===== config.mk =====
export PLATFORM = sky130hd
export DESIGN_NAME = adc_seq_ctrl
export DESIGN_NICKNAME = d
export VERILOG_FILES = /design/src/rtl/adc_seq_ctrl.sv
export SDC_FILE = /design/constraint.sdc
export NUM_CORES = 1
export LEC_CHECK = 0
export BUFFER_PORTS_ARGS = -buffer_cell sky130_fd_sc_hd__buf_2
export CAP_MARGIN = 20
export CORE_UTILIZATION = 30
export DETAILED_ROUTE_END_ITERATION = 12
export PLACE_DENSITY_LB_ADDON = 0.05
export REMOVE_ABC_BUFFERS = 1
export SLEW_MARGIN = 25
export SYNTH_ARGS = -nofsm -noshare
export SYNTH_HDL_FRONTEND = slang
export SYNTH_SLANG_ARGS = --single-unit

===== constraint.sdc =====
create_clock -name clk -period 6.1 [get_ports clk]
set_input_delay 0.915 -clock clk [delete_from_list [all_inputs] [get_ports clk]]
set_output_delay 0.915 -clock clk [all_outputs]
set_load 0.03 [all_outputs]

===== src/rtl/adc_seq_ctrl.sv =====
module adc_seq_ctrl #(
  parameter int NCH        = 12,
  parameter int RW         = 10,
  parameter int CONV_HI    = 59,
  parameter int CONV_LO    = 49,
  parameter int CMP_TICKS  = 14,
  parameter int SWEEP_LAST = 7
) (
  input  logic             clk,
  input  logic             rst_n,
  input  logic             reg_we,
  input  logic [1:0]       reg_addr,
  input  logic [7:0]       reg_wdata,
  output logic [7:0]       reg_rdata,
  input  logic [11:0]      cmp_sel,
  input  logic             ad_tick,
  output logic [3:0]       afe_chan,
  output logic             afe_sample,
  input  logic [9:0]       afe_result,
  input  logic             afe_cmp,
  input  logic [3:0]       res_sel,
  output logic [9:0]       res_data,
  output logic [11:0]      cmp_result,
  output logic             irq,
  input  logic             irq_ack
);

  localparam int MAXT = (CONV_HI > CONV_LO) ? ((CONV_HI > CMP_TICKS) ? CONV_HI : CMP_TICKS)
                                            : ((CONV_LO > CMP_TICKS) ? CONV_LO : CMP_TICKS);
  localparam int CW  = $clog2(MAXT + 1);
  localparam int CHW = $clog2(NCH);
  localparam logic [CW-1:0] LEN_HI  = CW'(CONV_HI);
  localparam logic [CW-1:0] LEN_LO  = CW'(CONV_LO);
  localparam logic [CW-1:0] LEN_CMP = CW'(CMP_TICKS);
  localparam logic [CHW-1:0] SW_END = CHW'(SWEEP_LAST);

  localparam logic [1:0] M_ONE = 2'b00;
  localparam logic [1:0] M_REP = 2'b01;
  localparam logic [1:0] M_SWP = 2'b10;

  logic [2:0]     ch_lo;
  logic [1:0]     mode;
  logic           spare7;
  logic           busy;
  logic [7:0]     ctl1;
  logic [3:0]     ctl2;
  logic [CHW-1:0] cur;
  logic [CW-1:0]  cnt;
  logic           launch;
  logic [RW-1:0]  res_q [NCH];
  logic [NCH-1:0] cmp_q;

  function automatic logic [CHW-1:0] pick_chan(input logic [2:0] lo, input logic [3:0] ext);
    return ext[3] ? CHW'({2'b10, ext[1:0]}) : CHW'(lo);
  endfunction

  wire             w0       = reg_we && (reg_addr == 2'd0);
  wire  [CHW-1:0]  w_chan   = pick_chan(reg_wdata[2:0], ctl2);
  wire             bad_mix  = reg_wdata[4] && w_chan[CHW-1];
  wire             sw_start = w0 && !busy && reg_wdata[6] && !bad_mix;
  wire             sw_stop  = w0 && busy && !reg_wdata[6];
  wire             is_cmp   = cmp_sel[cur];
  wire  [CW-1:0]   op_len   = is_cmp ? LEN_CMP : (ctl1[3] ? LEN_HI : LEN_LO);
  wire             done     = busy && ad_tick && !sw_stop && (cnt == op_len - 1'b1);
  wire             at_end   = (cur == SW_END);
  wire             go_on    = (mode == M_REP) || (mode == 2'b11) || (mode == M_SWP && !at_end);
  wire  [CHW-1:0]  nxt      = mode[1] ? (at_end ? '0 : cur + 1'b1) : cur;

  assign afe_chan   = cur;
  assign afe_sample = launch;
  assign cmp_result = cmp_q;
  assign res_data   = (res_sel < 4'(NCH)) ? res_q[res_sel] : '0;

  always_comb begin
    case (reg_addr)
      2'd0:    reg_rdata = {spare7, busy, 1'b0, mode, ch_lo};
      2'd1:    reg_rdata = ctl1;
      2'd2:    reg_rdata = {4'b0, ctl2};
      default: reg_rdata = 8'h00;
    endcase
  end

  always_ff @(posedge clk) begin
    if (!rst_n) begin
      ch_lo  <= '0;
      mode   <= '0;
      spare7 <= 1'b0;
      busy   <= 1'b0;
      ctl1   <= '0;
      ctl2   <= '0;
      cur    <= '0;
      cnt    <= '0;
      launch <= 1'b0;
      irq    <= 1'b0;
    end else begin
      launch <= 1'b0;
      if (w0 && !busy) begin
        ch_lo  <= reg_wdata[2:0];
        mode   <= reg_wdata[4:3];
        spare7 <= reg_wdata[7];
      end
      if (reg_we && reg_addr == 2'd1) ctl1 <= reg_wdata;
      if (reg_we && reg_addr == 2'd2) ctl2 <= reg_wdata[3:0];
      if (sw_start) begin
        busy   <= 1'b1;
        cur    <= reg_wdata[4] ? '0 : w_chan;
        cnt    <= '0;
        launch <= 1'b1;
      end else if (sw_stop) begin
        busy <= 1'b0;
        cnt  <= '0;
      end else if (done) begin
        cnt <= '0;
        if (go_on) begin
          cur    <= nxt;
          launch <= 1'b1;
        end else begin
          busy <= 1'b0;
        end
      end else if (busy && ad_tick) begin
        cnt <= cnt + 1'b1;
      end
      if (done && !go_on) irq <= 1'b1;
      else if (irq_ack)   irq <= 1'b0;
    end
  end

  always_ff @(posedge clk) begin
    if (!rst_n) begin
      for (int i = 0; i < NCH; i++) res_q[i] <= '0;
      cmp_q <= '0;
    end else if (done) begin
      if (is_cmp)       cmp_q[cur] <= afe_cmp;
      else if (ctl1[3]) res_q[cur] <= afe_result;
      else              res_q[cur] <= {afe_result[RW-1:2], 2'b00};
    end
  end


  oneshot_done_chk: assert property (@(posedge clk) disable iff (!rst_n)
    done && mode == M_ONE |=> !busy && irq);


  repeat_keep_chk: assert property (@(posedge clk) disable iff (!rst_n)
    done && mode == M_REP |=> busy && launch && cur == $past(cur));


  cfg_lock_chk: assert property (@(posedge clk) disable iff (!rst_n)
    busy |=> !busy || $stable({spare7, mode, ch_lo}));


  upper_mode_chk: assert property (@(posedge clk) disable iff (!rst_n)
    busy |-> !(mode[1] && cur[CHW-1]));


  cnt_bound_chk: assert property (@(posedge clk) disable iff (!rst_n)
    cnt < LEN_HI || cnt < LEN_LO || cnt < LEN_CMP);


  abort_chk: assert property (@(posedge clk) disable iff (!rst_n)
    sw_stop && !irq |=> !busy && !irq && cnt == '0);

endmodule


==> summary.txt <==
Outcome
  • Status: finished clean

Power
  • PD cells: 292 nW/um^2
  • VDD IR max: 0.133 mV
  • Leakage Power: 3.22 nW

Clocking
  • Longest Clk Path Bufs: 2
  • Clock sink count: approximately 160
  • Post-cts sizing count: 0
  • Number of post-CTS setup repair buffers: 0
  • CTS tree: built
  • Clock Pin Slew Worst Setup and Hold Paths: approximately 70 ps
  • Htree depth: 4
  • Clock latency on the worst-skew pair: roughly 430 ps
  • CTS Root Cell: clkbuf_16
  • TritonCTS Buffers: 17
  • CTS Hold Bufs: 0

Logic synthesis
  • Yosys reg bits: 163
  • Syn Area/Cell: around 12 um^2
  • Synth warn: 0
  • Synth top cells by count: nor2_1 (125), edfxtp_1 (120), nand2_1 (64)
  • Sequential-to-total area share from yosys stat: between 50 and 60%
  • Post-synth top area cell: edfxtp_1
  • Post-synth EDFFs: 120
  • Ys flop type: edfxtp_1
  • Library cells used by synthesis: 52
  • Ranking of synthesized cells by area: edfxtp_1 (47%), dfxtp_1 (11%), mux4_2 (9.4%)
  • Cell with the most instances after synthesis: nor2_1
  • Mapped Area: between 7000 and 8000 um^2
  • Synth Instances: around 640
  • Top-area cell type share of the netlist area: about 47%
  • Post-synthesis async set-or-reset flop share: 0%

Critical path
  • Critical Path End Type: output port
  • Worst r2r path cells: 7
  • Critical Path RT: ~5200 ps
  • Startpoint type of the worst setup path: input pin
  • Kind of critical path: input pin to output port
  • Arrival time at the worst endpoint: between 2000 and 3000 ps
  • Crit path max fanout: 21

Global routing
  • First-pass GRT wire length: 34600 um
  • Grt total ovfl: 0
  • Total track usage: 18.3%
  • Initial antenna violation count: 0
  • Largest net degree at the start of global routing: 35
  • Vias in the first global route: around 5500

Floorplan
  • Die H: ~160 um
  • Die Wd: ~160 um
  • Core Area: roughly 25000 um^2
  • Starting Density: a little under a third
  • IO Count: just under 80
  • Die ar.: between 20000 and 30000 um^2
  • Row Count: a little under 60

Place
  • # port buffers: 77
  • Post-DP Area: 8330 um^2
  • Gpl congestion: ~0.8
  • Post-DP HPWL: 14900 um
  • Post-Place Cells: slightly above 1000

STA
  • Pins Over Slew Limit: 0
  • Rel. slew slack: between 30 and 40%
  • Fin crit period: between 3000 and 4000 ps
  • Final Skew: around 11 ps
  • Period utilization: between 60% and 70%
  • RSZ-0062 raised after global routing: no
  • FMAX: roughly 260 MHz
  • Slew @ Worst Pin: 997 ps
  • Fin. Hold Viols: 0
  • Setup TNS: 0 ps
  • Min Hold Slack: around 460 ps
  • Final setup violation count: 0

Layout
  • Nets: 750
  • Post-route core utilization: between 30% and 40%
  • # diodes: 0
  • Cell area after layout: about 9000 um^2
  • Layout cell share with drive strength beyond 1: about a quarter
  • Post-route insts no fill: 1046
  • Layout area overhead: 17.3%

Detailed routing
  • ANT nets after route: 0
  • Drc violations: 0
  • Via count: around 5400
  • Initial drt markers: between 300 and 400
  • Routed WL: 23100 um
  • WL per Instance: between 20 and 25 um
  • Vias per cell: approximately 5.1
  • Pre-antenna DRT Iters: 4

Worst hold path
  • Worst min-delay path category: flip-flop to flip-flop
  • Worst hold stages: 2

Flow run
  • Max Cap Violations: 0
[final timing paths]
kind | from | endpoint | slack (ps)
max | res_sel[0] | res_data[9] | 2280
min reg2reg | ctl2[2] | ctl2[2] | 460
max reg2reg | afe_chan[1] | res_q[5][4] | 2610
min | ctl2[2] | ctl2[2] | 460
[cell usage in the layout (no fill, tap or decap), drive strengths merged, types with 17 or more instances in the layout]
master / instances
o21ai: 23
mux4: 32
buf: 84
edfxtp: 120
nand2: 64
o31ai: 17
dfxtp: 43
clkbuf: 17
and3: 26
inv: 18
mux2i: 32
nor2: 126
[layout make-up]
class                   instances  area [um^2]
multi-input cells             419         2950
inverters                      18         67.6
fillers                      2541        16100
well taps                     330          413
clock buffers                  17          425
flip-flops and latches        163         4460
repair buffers                 84          438
clock inverters                15          190
[registers in the layout, summed over array words and instances, names as in the netlist]
register and count:
ctl1 8, afe_sample 1, irq 1, res_q 120
cmp_result 12, busy 1, ctl2 4, spare7 1
ch_lo 3, mode 2, afe_chan 4, cnt 6
[routing by layer]
metal  vias to the layer above  GRT usage [%]  share of wire (%)
li1                       2494              -                  -
met1                      2741           24.7                 47
met2                       121           30.6                 48
met3                        13           3.29                3.9
met4                         0           4.29               0.89
met5                         -              0                  0
[power by group]
| part | internal, W | switching, W | leakage (nW) | total (W) |
|---|---|---|---|---|
| logic | 0.0000802 | 0.000145 | 1.44 | 0.000225 |
| registers | 0.00123 | 0.0000202 | 1.49 | 0.00125 |
| clock network | 0.000681 | 0.000452 | 0.291 | 0.00113 |
| total | 0.00199 | 0.000617 | 3.22 | 0.00261 |
[worst max-delay path: stages]
cell	delay, ps
buf_2	610
buf_4	370
mux4_2	530
mux2i_1	160
o22ai_1	100
buf_2	200
[through the flow]
stage                     power [W]  worst slack [ps]
after global routing        0.00270              2020
after CTS                   0.00263              2150
after detailed placement    0.00151              2150
after floorplan             0.00140              2770
after global placement      0.00150              2130
final                       0.00261              2280
[cell families after synthesis]
family,share of synthesized area [%]
mux,13.8
flops,58.5
buf+inv,3.43
compound gates,7.26
fa+ha+maj,0.820
xor+xnor,0.344
simple gates,15.9
(Power assumes the default switching activity.)
